## config.mk

```make
export PLATFORM = sky130hd
export DESIGN_NAME = can_cmd_decoder
export DESIGN_NICKNAME = d
export VERILOG_FILES = /design/src/rtl/can_dec_pkg.sv /design/src/rtl/can_offset_calc.sv /design/src/rtl/can_cmd_classify.sv /design/src/rtl/can_node_reg.sv /design/src/rtl/can_cmd_decoder.sv
export SDC_FILE = /design/constraint.sdc
export NUM_CORES = 1
export LEC_CHECK = 0
export BUFFER_PORTS_ARGS = -buffer_cell sky130_fd_sc_hd__buf_2
export CAP_MARGIN = 5
export CORE_MARGIN = 10
export CORE_UTILIZATION = 56
export DETAILED_ROUTE_END_ITERATION = 7
export GPL_TIMING_DRIVEN = 1
export PLACE_DENSITY_LB_ADDON = 0.15
export SLEW_MARGIN = 20
export SYNTH_ARGS = -nofsm -noshare
export SYNTH_HDL_FRONTEND = slang
export SYNTH_HIERARCHICAL = 1
export SYNTH_SLANG_ARGS = --single-unit
```

## constraint.sdc

```tcl
create_clock -name clk -period 6.2 [get_ports clk]
set_clock_uncertainty 0.15 [all_clocks]
set_input_delay 1.24 -clock clk [delete_from_list [all_inputs] [get_ports clk]]
set_output_delay 1.24 -clock clk [all_outputs]
set_load 0.03 [all_outputs]
```

## src/rtl/can_dec_pkg.sv

```systemverilog
package can_dec_pkg;

  typedef enum logic [3:0] {
    K_BCAST        = 4'd0,
    K_GET_IN       = 4'd1,
    K_SET_OUT      = 4'd2,
    K_GET_OUT      = 4'd3,
    K_CORR_OFF     = 4'd4,
    K_CAL_IN_OFS   = 4'd5,
    K_CAL_IN_GAIN  = 4'd6,
    K_RD_IN_CORR   = 4'd7,
    K_CAL_OUT      = 4'd8,
    K_RD_OUT_CORR  = 4'd9,
    K_SET_SERIAL   = 4'd10,
    K_SET_NODE     = 4'd11,
    K_RESTART      = 4'd12
  } cmd_kind_e;

  typedef struct packed {
    logic      hit;
    cmd_kind_e kind;
    logic [3:0] want_dlc;
    logic [3:0] reply_len;
    logic      is_mon;
    logic [3:0] chan;
  } cmd_entry_t;

  localparam logic [3:0] MON_SHORT_LEN = 4'd3;
  localparam logic [3:0] MON_LONG_LEN  = 4'd7;

endpackage

```

## src/rtl/can_offset_calc.sv

```systemverilog
module can_offset_calc #(
  parameter int ID_W  = 29,
  parameter int LOW_W = 8
) (
  input  logic [ID_W-1:0]  frame_id,
  input  logic [ID_W-1:0]  node_id,
  output logic             in_window,
  output logic [LOW_W-1:0] off_low
);
  localparam int HI_W = ID_W - LOW_W;

  logic [ID_W-1:0] diff;

  always_comb begin
    diff      = frame_id - node_id;
    off_low   = diff[LOW_W-1:0];
    in_window = (diff[ID_W-1:LOW_W] == HI_W'(1));
  end
endmodule

```

## src/rtl/can_cmd_classify.sv

```systemverilog
module can_cmd_classify
  import can_dec_pkg::*;
(
  input  logic [7:0]  off_low,
  output cmd_entry_t  entry
);
  logic [3:0] grp;
  logic [3:0] sub;

  always_comb begin
    grp = off_low[7:4];
    sub = off_low[3:0];
    entry = '{hit: 1'b0, kind: K_BCAST, want_dlc: 4'd0,
              reply_len: 4'd0, is_mon: 1'b0, chan: 4'd0};
    unique case (grp)
      4'h0: entry = '{1'b1, K_GET_IN,      4'd0, MON_SHORT_LEN, 1'b1, sub};
      4'h1: entry = '{1'b1, K_SET_OUT,     4'd2, 4'd0,          1'b0, sub};
      4'h2: entry = '{1'b1, K_GET_OUT,     4'd0, MON_SHORT_LEN, 1'b1, sub};
      4'hC: entry = '{1'b1, K_RD_IN_CORR,  4'd0, MON_LONG_LEN,  1'b1, sub};
      4'hE: entry = '{1'b1, K_RD_OUT_CORR, 4'd0, MON_LONG_LEN,  1'b1, sub};
      4'h9: if (sub == 4'h0) entry = '{1'b1, K_CORR_OFF,    4'd1, 4'd0, 1'b0, 4'd0};
      4'hA: if (sub == 4'h0) entry = '{1'b1, K_CAL_IN_OFS,  4'd4, 4'd0, 1'b0, 4'd0};
      4'hB: if (sub == 4'h0) entry = '{1'b1, K_CAL_IN_GAIN, 4'd4, 4'd0, 1'b0, 4'd0};
      4'hD: if (sub == 4'h0) entry = '{1'b1, K_CAL_OUT,     4'd4, 4'd0, 1'b0, 4'd0};
      4'hF: begin
        if (sub == 4'hD) entry = '{1'b1, K_SET_SERIAL, 4'd8, 4'd0, 1'b0, 4'd0};
        if (sub == 4'hE) entry = '{1'b1, K_SET_NODE,   4'd8, 4'd0, 1'b0, 4'd0};
        if (sub == 4'hF) entry = '{1'b1, K_RESTART,    4'd1, 4'd0, 1'b0, 4'd0};
      end
      default: ;
    endcase
  end
endmodule

```

## src/rtl/can_node_reg.sv

```systemverilog
module can_node_reg #(
  parameter int              ID_W     = 29,
  parameter logic [ID_W-1:0] NODE_RST = '0
) (
  input  logic            clk,
  input  logic            rst_n,
  input  logic            wr_en,
  input  logic [ID_W-1:0] wr_val,
  output logic [ID_W-1:0] node_id
);
  logic [ID_W-1:0] node_d;

  always_comb begin
    node_d = node_id;
    if (wr_en) node_d = wr_val;
  end

  always_ff @(posedge clk or negedge rst_n) begin
    if (!rst_n) node_id <= NODE_RST;
    else        node_id <= node_d;
  end

  a_r10_hold: assert property (@(posedge clk) disable iff (!rst_n)
    !$past(wr_en) |-> $stable(node_id));
endmodule

```

## src/rtl/can_cmd_decoder.sv

```systemverilog
module can_cmd_decoder
  import can_dec_pkg::*;
#(
  parameter int           ID_W          = 29,
  parameter int           DLC_W         = 4,
  parameter int           NBYTES        = 8,
  parameter logic [28:0]  NODE_RST      = 29'h40,
  parameter logic [28:0]  BCAST_ID      = 29'h0,
  parameter logic [31:0]  NODE_KEY      = 32'hA5C3_1E7F,
  parameter logic [3:0]   BCAST_RSP_LEN = 4'd0
) (
  input  logic                  clk,
  input  logic                  rst_n,
  input  logic                  frm_valid,
  input  logic [ID_W-1:0]       frm_id,
  input  logic [DLC_W-1:0]      frm_dlc,
  input  logic [NBYTES*8-1:0]   frm_data,
  input  logic                  link_err,
  output logic                  cmd_valid,
  output logic [3:0]            cmd_kind,
  output logic [3:0]            cmd_chan,
  output logic [NBYTES*8-1:0]   cmd_payload,
  output logic [ID_W-1:0]       rsp_id,
  output logic [3:0]            rsp_len,
  output logic [7:0]            rsp_rpt,
  output logic                  rej_pulse
);
  localparam int DATA_W  = NBYTES * 8;
  localparam int ERR_BIT = 2;
  localparam int KEY_W   = 32;

  logic [ID_W-1:0] node_id;
  logic            in_window;
  logic [7:0]      off_low;
  cmd_entry_t      entry;

  logic            is_bcast, dlc_ok, val_ok, key_ok, cmd_ok, accept, node_wr;
  logic [15:0]     out_val;

  logic                cmd_valid_d, rej_d;
  logic [3:0]          kind_d, chan_d, len_d;
  logic [ID_W-1:0]     rid_d;
  logic [7:0]          rpt_d;

  can_offset_calc #(.ID_W(ID_W), .LOW_W(8)) u_off (
    .frame_id (frm_id),
    .node_id  (node_id),
    .in_window(in_window),
    .off_low  (off_low)
  );

  can_cmd_classify u_cls (
    .off_low(off_low),
    .entry  (entry)
  );

  can_node_reg #(.ID_W(ID_W), .NODE_RST(NODE_RST)) u_node (
    .clk    (clk),
    .rst_n  (rst_n),
    .wr_en  (node_wr),
    .wr_val (frm_data[ID_W-1:0]),
    .node_id(node_id)
  );

  always_comb begin
    out_val  = frm_data[DATA_W-1 -: 16];
    is_bcast = (frm_id == BCAST_ID) && (frm_dlc == '0);
    dlc_ok   = (frm_dlc == DLC_W'(entry.want_dlc));
    val_ok   = (entry.kind != K_SET_OUT) || (out_val[15:14] == 2'b00);
    key_ok   = (entry.kind != K_SET_NODE) ||
               (frm_data[DATA_W-1 -: KEY_W] == NODE_KEY);
    cmd_ok   = in_window && entry.hit && dlc_ok && val_ok && key_ok;
    accept   = frm_valid && (is_bcast || cmd_ok);
    node_wr  = frm_valid && !is_bcast && cmd_ok && (entry.kind == K_SET_NODE);

    cmd_valid_d = accept;
    rej_d       = frm_valid && !accept;
    if (is_bcast) begin
      kind_d = 4'(K_BCAST);
      chan_d = 4'd0;
      rid_d  = node_id;
      len_d  = BCAST_RSP_LEN;
      rpt_d  = 8'h00;
    end else begin
      kind_d = 4'(entry.kind);
      chan_d = entry.chan;
      rid_d  = frm_id;
      len_d  = entry.reply_len;
      rpt_d  = 8'h00;
      if (entry.is_mon) rpt_d[ERR_BIT] = link_err;
    end
  end

  always_ff @(posedge clk or negedge rst_n) begin
    if (!rst_n) begin
      cmd_valid <= 1'b0;
      rej_pulse <= 1'b0;
    end else begin
      cmd_valid <= cmd_valid_d;
      rej_pulse <= rej_d;
    end
  end

  always_ff @(posedge clk or negedge rst_n) begin
    if (!rst_n) begin
      cmd_kind    <= '0;
      cmd_chan    <= '0;
      cmd_payload <= '0;
      rsp_id      <= '0;
      rsp_len     <= '0;
      rsp_rpt     <= '0;
    end else if (accept) begin
      cmd_kind    <= kind_d;
      cmd_chan    <= chan_d;
      cmd_payload <= frm_data;
      rsp_id      <= rid_d;
      rsp_len     <= len_d;
      rsp_rpt     <= rpt_d;
    end
  end

  a_r11_exclusive: assert property (@(posedge clk) disable iff (!rst_n)
    !(cmd_valid && rej_pulse));

  a_r11_needs_frame: assert property (@(posedge clk) disable iff (!rst_n)
    !frm_valid |=> !(cmd_valid || rej_pulse));

  a_r11_frame_answered: assert property (@(posedge clk) disable iff (!rst_n)
    frm_valid |=> (cmd_valid || rej_pulse));

  a_r5_ctrl_ack: assert property (@(posedge clk) disable iff (!rst_n)
    frm_valid && !is_bcast && accept && !entry.is_mon
      |=> (rsp_len == 4'd0) && (rsp_id == $past(frm_id)));

  a_r6_mon_len: assert property (@(posedge clk) disable iff (!rst_n)
    cmd_valid && (cmd_kind == 4'(K_GET_IN) || cmd_kind == 4'(K_GET_OUT))
      |-> rsp_len == MON_SHORT_LEN);

  a_r8_bound: assert property (@(posedge clk) disable iff (!rst_n)
    cmd_valid && (cmd_kind == 4'(K_SET_OUT)) |-> cmd_payload[DATA_W-1 -: 2] == 2'b00);

  a_r3_read_len: assert property (@(posedge clk) disable iff (!rst_n)
    frm_valid && !is_bcast && (frm_dlc != '0) && entry.is_mon |=> !cmd_valid);
endmodule

```

# Yosys cells after proc, flatten, opt, wreduce, memory -nomap -nowiden
# Cells that the tools add are included.
# classes
n_reduce_logical	20
n_eq_ne	18
muxes	14
add_sub_neg	1
# op_table
cell	n
18-bit case mux with 10 select lines	1
18-bit 2-to-1 mux	7
4-bit equality test, second input constant	11
32-bit equality test, second input constant	1
29-bit logical NOT	1
29-bit 2-to-1 mux	1
29-bit subtractor	1
21-bit by 1-bit equality test with 1-bit output, second input constant	1
4-bit logical NOT	3
4-bit 2-to-1 mux	3
1-bit logical AND	10
4-bit by 1-bit equality test with 1-bit output, second input constant	1
4-bit by 2-bit equality test with 1-bit output, second input constant	1
4-bit equality test	1
4-bit by 2-bit inequality test with 1-bit output, second input constant	1
4-bit inequality test, second input constant	1
1-bit logical OR	3
3-bit 2-to-1 mux	1
1-bit logical NOT	2
2-bit logical NOT	1
1-bit 2-to-1 mux	1
# totals
reg_bits	144
wordCells	62
input_bits	101

# Logic depth before layout (Yosys ltp)
# Gate-level depths: netlist (run 1).
# logic_depth
depth_word	14
depth_mapped	21
ltp_nobuf	17

# Modules after synthesis
# Netlist (run 1), hierarchy kept.
# by_module_without_submodules
module	seq_area_each_um2	area_per_inst_um2	instances	cells_per_inst
can_cmd_decoder	2702.6	6736.5	1	732
can_offset_calc	0.0	1921.8	1	283
can_node_reg	726.9	1118.6	1	61
can_cmd_classify	0.0	336.6	1	54

# Least setup slack after synthesis (run 1)
# OpenSTA, ideal clock, no wires.
# synth_timing
path_kind	input -> register
start	input frm_id[0]
end	register u_node.node_id[17]
path_buffers	3
t_required_ns	5.925
setup_slack_ns	0.715
arrival_time_ns	5.209
setup_ns	0.125
stages	20
path_cell_list	inv_1 > ha_1 > inv_1 > fa_1 > a211oi_2 > nor3_1 > a2111oi_4 > o2111ai_1 > or4_1 > nor4_1 > nand4_1 > nor4_1 > o2111a_1 > and4_1 > nand4_1 > buf_2 > nor2_1 > buf_6 > buf_6 > mux2_4
# synth_between
word_cells_on_any_way	40
classes_between	1 x add/sub; 17 x eq/ne; 8 x mux; 14 x reduce/logical
# synth_rtl
element	line	rtl
start, declared	can_cmd_decoder.sv:15	input logic [ID_W-1:0] frm_id,
29-bit subtractor	can_offset_calc.sv:15	diff = frame_id - node_id;
21-bit by 1-bit equality test with 1-bit output	can_offset_calc.sv:17	in_window = (diff[ID_W-1:LOW_W] == HI_W'(1));
via in_window	can_cmd_decoder.sv:33	logic in_window;
1-bit logical AND (4 in series)	can_cmd_decoder.sv:72	cmd_ok = in_window && entry.hit && dlc_ok && val_ok && key_ok;
1-bit logical AND (2 in series)	can_cmd_decoder.sv:74	node_wr = frm_valid && !is_bcast && cmd_ok && (entry.kind == K_SET_NODE);
via node_wr	can_cmd_decoder.sv:37	logic is_bcast, dlc_ok, val_ok, key_ok, cmd_ok, accept, node_wr;
end signal, assigned	can_node_reg.sv:20	else node_id <= node_d;
end, declared	can_node_reg.sv:9	output logic [ID_W-1:0] node_id
# The timed path passes the listed nets, and every way through them passes these cells.
# A chain may end at the register's enable or synchronous reset.

# Worst setup path in the final report (run 1)
# layout_timing
start	input frm_id[0]
end	register u_node.node_id[11]
# Same word-level chain as after synthesis.

==> results.json, run 1 <==
{
  "max-cap-violations": 0,
  "die_area_mm2": 0.0238,
  "power.density_mw_per_mm2": 193,
  "grt_max_degree": 81,
  "tightest_slew_ps": 919,
  "setup_ws_ps": 809,
  "cts_tree": "built",
  "seq_area_frac_synth_pct": 33.9,
  "hold_viol": 0,
  "initial_utilization_pct": 56.7,
  "num_vias": 9671,
  "fin_setup_tns_ps": 0,
  "async_reset_ff_share_pct": 100,
  "yosys_warnings": 6,
  "period_share_pct": 87.0,
  "fin_nets": 1408,
  "drv_slew": 0,
  "io_buffers": 208,
  "arrival_ps": 5550,
  "slowest_stage": "or4_1",
  "synth_edf_count": 0,
  "antenna_found_initial": 1,
  "synthDistinctLibCells": 86,
  "finalPower_mw": 2.26,
  "cts_max_path_buffers": 2,
  "cts.repair.resized": 0,
  "hp-class": "flop to flop",
  "max-slew-margin-rel_pct": 38.3,
  "coreArea_mm2": 0.0178,
  "path_cells": "buf_2 > inv_1 > ha_1 > inv_1 > fa_1 > a211oi_2 > nor3_1 > a2111oi_4 > o2111ai_1 > or4_1 > nor4_1 > nand4_1 > nor4_1 > o2111a_1 > and4_1 > nand4_1 > nor2_4 > buf_12 > mux2_2",
  "critPathLaunch": "frm_id[0]",
  "worstSetupStartpointType": "input port",
  "critPathTopFamily": "simple AND/OR/NAND/NOR gates",
  "clk_pin_slew_ps": 60,
  "rsz0062_at_grt": "false",
  "cp_max_fo": 29,
  "r2r_slack_ps": 1290,
  "clock_latency_ps": 440,
  "areaGrowthSynthToFinish_pct": 15.9,
  "cts_inserted_buffers": 17,
  "drcViolationCount": 0,
  "hold_start": "rsp_id[27]",
  "clock-root-buffer": "clkbuf_16",
  "die_w_um": 154,
  "leakagePower_nw": 5.38,
  "synth_flop_cell": "dfrtp_1",
  "drive_gt1_share_pct": 28.3,
  "peakVddDrop_v": 0.000200,
  "cp_slowest_stage_delay_ps": 480,
  "place_ws_ps": 376,
  "seq_area_mm2": 0.00343,
  "track_usage_pct": 26.0,
  "crit-reg2reg-launch": "u_node/node_id[0]",
  "grt_pass1_vias": 9271,
  "placedInstanceArea_mm2": 0.0111,
  "setup_viol": 0,
  "drt_iter0_markers": 939,
  "outcome": "completed",
  "dr.pass1.iters": 5,
  "vias_per_cell": 6.35,
  "pin_count": 216,
  "syn_area_per_cell_um2": 8.95,
  "grt_overflow": 0,
  "synth_cells": 1130,
  "dp_hpwl_um": 23500,
  "clock_sinks": 137,
  "path_class": "input port to flop",
  "fillCellCount": 1503,
  "synth_area_mm2": 0.0101,
  "cts_max_level": 4,
  "final_cell_area_mm2": 0.0117,
  "die_h_um": 154,
  "layout_commonest_cell": "buf_2",
  "min_period_ps": 5390,
  "ant_nets": 0,
  "wirelength_um": 32300,
  "layout_common_cells": "buf_2 (206), nand2_1 (199), dfrtp_1 (136)",
  "grt_pass1_wl_um": 51200,
  "multiInputGateArea_mm2": 0.00592,
  "required_ps": 6360,
  "wl_per_cell_um": 21.3,
  "cts_hold_buffers": 0,
  "critPathCaptureType": "flop",
  "path_buf_inv": 4,
  "timing.fmax_mhz": 185,
  "gp_congestion": 0.977,
  "rows": 49,
  "synth-seq-cells": 137,
  "post_cts_buffers": 0
}
metal layers:
metal  up-vias  part of all wire, %  wire [um]  global-route usage [%]
met2       431                   46      14800                    39.3
met4         0                  2.4        786                    8.41
met5         -                    0          0                       0
met3        49                  8.6       2780                    7.15
met1      4676                   43      14000                    35.4
li1       4515                    -          -                       -
final timing paths:
path | cells past startpoint | endpoint
max reg2reg | 17 | u_node/node_id[11]
max in group asynchronous | 2 | rsp_id[11]
max | 19 | u_node/node_id[11]
min in group asynchronous | 1 | rsp_id[10]
min | 2 | rsp_id[27]
min reg2reg | 2 | rsp_id[27]
synth_stat cells (13+ instances only):
master       n  area share [%]
a32oi_1     23             2.0
dfrtp_1    136              34
ha_1        28             3.5
buf_6       13             1.4
or3_1       65             4.0
nor3_1      15            0.74
nand2_1    199             7.4
nor4_1      18             1.1
a2bb2oi_1   64             5.5
nand2b_1    16            0.99
inv_1       63             2.3
clkbuf_1    50             1.9
o221ai_1    36             3.1
o21ai_0     16            0.79
mux2_2      20             2.2
nor2_1      27             1.0
buf_4       14             1.0
a21oi_1     36             1.8
o211ai_2    40             4.9
buf_2       24             1.2
o211ai_1    42             3.1
cell type report:
cell class              instances  share of cell area (%)
multi-input cells             830                    50.5
well taps                     229                    2.44
diodes                          2                  0.0427
clock inverters                13                    1.33
clock buffers                  19                    3.78
flip-flops and latches        137                    29.3
inverters                      63                    2.03
repair buffers                229                    10.6
registers in the layout, summed over array words and instances, names as in the netlist:
name            flops
u_node/node_id     29
rsp_rpt             1
cmd_valid           1
rej_pulse           1
cmd_chan            4
cmd_payload        64
rsp_len             4
cmd_kind            4
rsp_id             29
power by group:
part | internal (mW) | total [mW] | switching (mW)
registers | 0.894 | 0.894 | 0.0000793
logic | 0.109 | 0.307 | 0.197
clock network | 0.615 | 1.06 | 0.449
total | 1.62 | 2.26 | 0.646
metrics by stage:
step / std cells / utilization, % / hold slack (ps)
3_3_place_gp: 1488 / 62.3 / 343
4_1_cts: 1520 / 65.7 / 365
6_report: 1522 / 65.7 / 363
2_1_floorplan: 1136 / - / 353
3_5_place_dp: 1488 / 62.3 / 347
5_1_grt: 1520 / 65.7 / 397
cell families after synthesis:
| family | count (synthesis) | synth area share, % |
|---|---|---|
| AND/OR/NAND/NOR | 405 | 20.5 |
| AO/OA/AOI/OAI | 340 | 28.5 |
| flip-flops | 137 | 33.9 |
| adder cells (fa/ha/maj) | 29 | 3.66 |
| XOR/XNOR | 16 | 1.39 |
| buffers and inverters | 169 | 8.09 |
| multiplexers | 32 | 3.91 |
| other | 2 | 0.0743 |
worst reg2reg max path, delay by kind of cell, from the launching register on:
kind	cells	cell delay, ps
fa+ha+maj	2	620
buf+inv	2	260
mux	1	370
simple gates	8	1960
flops	1	450
compound gates	4	980
Power figures use the tool's default switching activity.
==> run 2, diff against run 1 <==
- PLACE_DENSITY: unset -> 0.83
- PLACE_DENSITY_LB_ADDON: 0.15 -> unset
==> run 2 against run 1 <==
- core utilization fell by 0.084 points
- largest cell class unchanged
- critical path type unchanged
- via count up 2.0%
- critical path depth is the same
- routed wire length up 1.6%
- sequential power about the same
- first-iteration DRC count increased by 0.85%
- global-route usage grew 0.29 points
- design area down 0.13%
==> results.json, run 2 (synthesis gave the netlist of run 1 again) <==
{
  "arrival_ps": 5670,
  "worstSetupStartpointType": "input port",
  "grt_pass1_vias": 9402,
  "crit-reg2reg-launch": "u_node/node_id[0]",
  "layout_common_cells": "buf_2 (207), nand2_1 (199), dfrtp_1 (136)",
  "leakagePower_nw": 5.38,
  "cts_inserted_buffers": 17,
  "dp_hpwl_um": 23700,
  "drive_gt1_share_pct": 28.4,
  "seqPwrFrac_pct": 39.7,
  "die_area_mm2": 0.0238,
  "max-slew-margin-rel_pct": 25.1,
  "die_h_um": 154,
  "period_share_pct": 88.8,
  "layout_commonest_cell": "buf_2",
  "r2r_slack_ps": 1160,
  "cts_tree": "built",
  "rsz0062_at_grt": "false",
  "cts_max_path_buffers": 2,
  "setup_viol": 0,
  "post_cts_buffers": 0,
  "swShare_pct": 29.7,
  "drcViolationCount": 0,
  "io_buffers": 208,
  "slowest_stage": "fa_1",
  "drt_iter0_markers": 947,
  "grtUsageMet2_pct": 41.5,
  "track_usage_pct": 26.3,
  "power_frac_comb_pct": 13.7,
  "drv_slew": 0,
  "gp_congestion": 1.02,
  "place_inst": 1488,
  "hold_viol": 0,
  "timing.rr.end": "u_node/node_id[13]",
  "wl_per_cell_um": 21.6,
  "r2r_cells": 17,
  "min_period_ps": 5500,
  "tightest_slew_ps": 1120,
  "antenna_found_initial": 1,
  "hp-class": "flop to flop",
  "path_class": "input port to flop",
  "met1_usage_pct": 34.7,
  "cp_max_fo": 29,
  "coreArea_mm2": 0.0178,
  "path_cells": "buf_2 > inv_1 > ha_1 > inv_1 > fa_1 > a211oi_2 > o211ai_1 > a31oi_1 > o21ai_1 > xor2_1 > a2111oi_1 > nand4_1 > nor4_1 > o2111a_1 > and4_1 > nand4_1 > nor2_4 > buf_12 > mux2_2",
  "cts_hold_buffers": 0,
  "rows": 49,
  "clk_pin_slew_ps": 70,
  "fillCellCount": 1478,
  "cp_slowest_stage_delay_ps": 440,
  "power_switching_uw": 669,
  "cts_max_level": 4,
  "instances_no_fill": 1521,
  "die_w_um": 154,
  "cp-endpoint": "u_node/node_id[13]",
  "max-cap-violations": 0,
  "wirelength_um": 32900,
  "busiest_layer": "met2",
  "vias_per_cell": 6.48,
  "dr.pass1.iters": 5,
  "peakVddDrop_v": 0.000197,
  "areaGrowthSynthToFinish_pct": 15.7,
  "grt_overflow": 0,
  "regMostFlops": "cmd_payload",
  "finalPower_mw": 2.25,
  "fin_nets": 1408,
  "critPathCaptureType": "flop",
  "grt_max_degree": 110,
  "clock-root-buffer": "clkbuf_16",
  "cts.repair.resized": 0,
  "internal_power_mw": 1.58,
  "clock_sinks": 137,
  "critPathLaunch": "frm_id[0]",
  "num_vias": 9863,
  "largest_reg_flops": 64,
  "required_ps": 6360,
  "pin_count": 216,
  "timing.fmax_mhz": 182,
  "ant_nets": 0,
  "power.density_mw_per_mm2": 192,
  "grt_pass1_wl_um": 51900,
  "clock_latency_ps": 430,
  "outcome": "completed",
  "gr-usage-met3_pct": 6.16,
  "reg_top3": "cmd_payload x64, rsp_id x29, u_node/node_id x29",
  "fin_setup_tns_ps": 0,
  "power_frac_clock_pct": 46.5,
  "initial_utilization_pct": 56.7
}
==> run 2: how the worst min path moves through the flow <==
stage,endpoint,slack (ps),startpoint,cells past startpoint
global route,rsp_id[10],390,rsp_id[10],2
floorplan,u_node/node_id[2],350,u_node/node_id[2],1
CTS,rsp_id[12],370,rsp_id[12],2
finish,rsp_id[12],360,rsp_id[12],2
detailed placement,rsp_id[27],350,rsp_id[27],2
global placement,rsp_id[12],340,rsp_id[12],2
==> run 2: final cells by class <==
class                           count  area [um^2]  area share (%)
Antenna cell                        1         2.50          0.0214
Clock buffer                       17          425            3.63
Clock inverter                     15          176            1.51
Inverter                           63          238            2.03
Multi-Input combinational cell    830         5920            50.6
Sequential cell                   137         3430            29.3
Tap cell                          229          287            2.45
Timing Repair Buffer              229         1230            10.5
==> run 2: metal layers <==
layer  wire length, um  up-vias
met2             15100      485
met3              2930       74
met1             13800     4790
li1                  -     4512
met5                13        -
met4              1020        2
==> run 2: worst max-delay path, delay by kind of cell <==
family / cells / cell delay, ps
adders and majority gates: 2 / 580
muxes: 1 / 370
AOI/OAI and AO/OA: 6 / 1670
and+or+nand+nor: 5 / 1160
xor gates and xnor gates: 1 / 190
buffers and inverters: 4 / 430
==> run 2: power by group through the flow <==
stage	combinational [mW]	sequential, mW	clock (mW)
global placement	0.302	0.911	0
detailed placement	0.301	0.911	0
CTS	0.303	0.894	1.06
global route	0.335	0.893	1.10
finish	0.308	0.894	1.05
floorplan	0.193	0.912	0
==> run 2: metrics by stage <==
stage | utilization, % | setup WS (ps) | hold WS [ps] | area (um^2)
after floorplan | - | 715 | 353 | 10100
after global placement | 62.2 | 427 | 342 | 11100
after detailed placement | 62.2 | 281 | 349 | 11100
after CTS | 65.6 | 729 | 370 | 11700
after global routing | 65.6 | 274 | 394 | 11700
final | 65.6 | 695 | 365 | 11700
==> run 3, diff against run 2 <==
- CTS_CLUSTER_SIZE: unset -> 8
- PLACE_DENSITY: 0.83 -> 0.78
==> run 3 against run 2 <==
- critical path depth stayed put
- flip-flop and latch count stayed put
- cell count is 0.13% higher
- first-iteration DRC count is 20% lower
- worst setup slack worse by 68 ps
- non-clock buffer count stayed put
- hold slack better by 3.1 ps
- routed wire length is 0.89% lower
- combinational power hardly changed
- clock-buffer cell count is 1 higher
- sequential power hardly changed
- via count is 0.94% lower
- largest power group unchanged
==> results.json, run 3 (synthesis gave the netlist of run 1 again) <==
{
  "largest_reg_flops": 64,
  "path_class": "input port to flop",
  "clock_sinks": 137,
  "die_h_um": 154,
  "seq_area_mm2": 0.00343,
  "seqPwrFrac_pct": 39.3,
  "ant_nets": 0,
  "place_inst": 1488,
  "finalPower_mw": 2.27,
  "period_share_pct": 89.9,
  "instances_no_fill": 1523,
  "rows": 49,
  "drt_iter0_markers": 758,
  "placedInstanceArea_mm2": 0.0111,
  "fin_setup_tns_ps": 0,
  "cts_tree": "built",
  "setup_viol": 0,
  "areaGrowthSynthToFinish_pct": 16.1,
  "timing.fmax_mhz": 179,
  "drcViolationCount": 0,
  "hold_end": "rsp_id[10]",
  "critPathCaptureType": "flop",
  "io_buffers": 208,
  "drive_gt1_share_pct": 28.4,
  "vias_per_cell": 6.41,
  "grt_pass1_wl_um": 52300,
  "fin_nets": 1408,
  "peakVddDrop_v": 0.000194,
  "track_usage_pct": 26.4,
  "power_frac_comb_pct": 13.4,
  "worstSetupStartpointType": "input port",
  "grt_max_degree": 99,
  "final_cell_area_mm2": 0.0117,
  "cts_hold_buffers": 0,
  "required_ps": 6360,
  "r2r_slack_ps": 1130,
  "max-slew-margin-rel_pct": 33.6,
  "regMostFlops": "cmd_payload",
  "max-cap-violations": 0,
  "place_ws_ps": 255,
  "r2r_cells": 17,
  "wirelength_um": 32600,
  "hp-class": "flop to flop",
  "die_area_mm2": 0.0238,
  "gp_congestion": 0.975,
  "wl_per_cell_um": 21.4,
  "cts.repair.resized": 0,
  "cts_max_path_buffers": 2,
  "post_cts_buffers": 0,
  "internal_power_mw": 1.62,
  "pin_count": 216,
  "fin_hold_ws_ps": 368,
  "grt_pass1_vias": 9671,
  "rsz0062_at_grt": "false",
  "layout_commonest_cell": "buf_2",
  "coreArea_mm2": 0.0178,
  "grt_overflow": 0,
  "clock_latency_ps": 430,
  "reg_top3": "cmd_payload x64, rsp_id x29, u_node/node_id x29",
  "min_period_ps": 5570,
  "leakagePower_nw": 5.39,
  "antenna_found_initial": 2,
  "layout_common_cells": "buf_2 (206), nand2_1 (199), dfrtp_1 (136)",
  "timing.rr.end": "u_node/node_id[16]",
  "dp_hpwl_um": 23700,
  "arrival_ps": 5730,
  "hold_start": "rsp_id[10]",
  "fillCellCount": 1503,
  "cp_max_fo": 24,
  "hold_viol": 0,
  "crit-reg2reg-launch": "u_node/node_id[0]",
  "hold_depth": 2,
  "clk_pin_slew_ps": 70,
  "swShare_pct": 28.9,
  "cts_max_level": 4,
  "setup_ws_ps": 627,
  "cts_inserted_buffers": 17,
  "drv_slew": 0,
  "dr.pass1.iters": 5,
  "multiInputGateArea_mm2": 0.00592,
  "clock-root-buffer": "clkbuf_16",
  "die_w_um": 154,
  "power_frac_clock_pct": 47.2,
  "initial_utilization_pct": 56.7,
  "tightest_slew_ps": 997,
  "power_switching_uw": 657,
  "outcome": "completed",
  "power.density_mw_per_mm2": 194,
  "final_util_pct": 65.8,
  "num_vias": 9770
}
[run 3: cell count changes in the layout (fill, tap and decap cells not counted)]
cell | previous run | this run
buf_12 | 2 | 4
clkinv_4 | 2 | 0
diode_2 | 1 | 3
and3_1 | 6 | 5
and3_2 | 0 | 1
buf_2 | 207 | 206
buf_4 | 19 | 18
bufinv_16 | 1 | 2
clkbuf_1 | 0 | 1
clkinv_8 | 2 | 1
clkinvlp_4 | 1 | 2
[run 3: area by class of cell]
class,count,share of cell area (%)
Tap cell,229,2.44
Clock buffer,18,3.65
Sequential cell,137,29.2
Clock inverter,14,1.53
Antenna cell,3,0.0639
Timing Repair Buffer,229,10.7
Inverter,63,2.02
Multi-Input combinational cell,830,50.4
[run 3: worst max-delay path by stage]
stage | to | depth (start not counted) | from
final | u_node/node_id[16] | 19 | frm_id[0]
after global placement | u_node/node_id[28] | 19 | frm_id[0]
after detailed placement | u_node/node_id[16] | 19 | frm_id[0]
after global routing | u_node/node_id[12] | 19 | frm_id[0]
after CTS | u_node/node_id[11] | 19 | frm_id[0]
after floorplan | u_node/node_id[17] | 20 | frm_id[0]
[run 3: worst max-delay path, cell delays in order]
cell	delay [ps]
buf_2	110
inv_1	50
ha_1	150
inv_1	50
fa_1	420
a211oi_2	360
nor3_1	150
a2111oi_4	190
o2111ai_1	130
or4_1	470
nor4_1	320
nand4_1	140
nor4_1	370
o2111a_1	310
and4_1	230
nand4_1	170
nor2_4	260
buf_12	230
mux2_2	360
[run 3: per-layer routing]
layer,global-route usage [%],wire (um)
met1,34.4,14000
met3,5.27,2400
met5,0,0
met4,11.5,1200
met2,41.7,15000
[run 3: power by group through the flow]
stage	clock [mW]	combinational (mW)	sequential, mW
floorplan	0	0.193	0.912
global placement	0	0.300	0.911
detailed placement	0	0.299	0.911
CTS	1.09	0.300	0.894
global route	1.12	0.334	0.894
finish	1.07	0.305	0.894
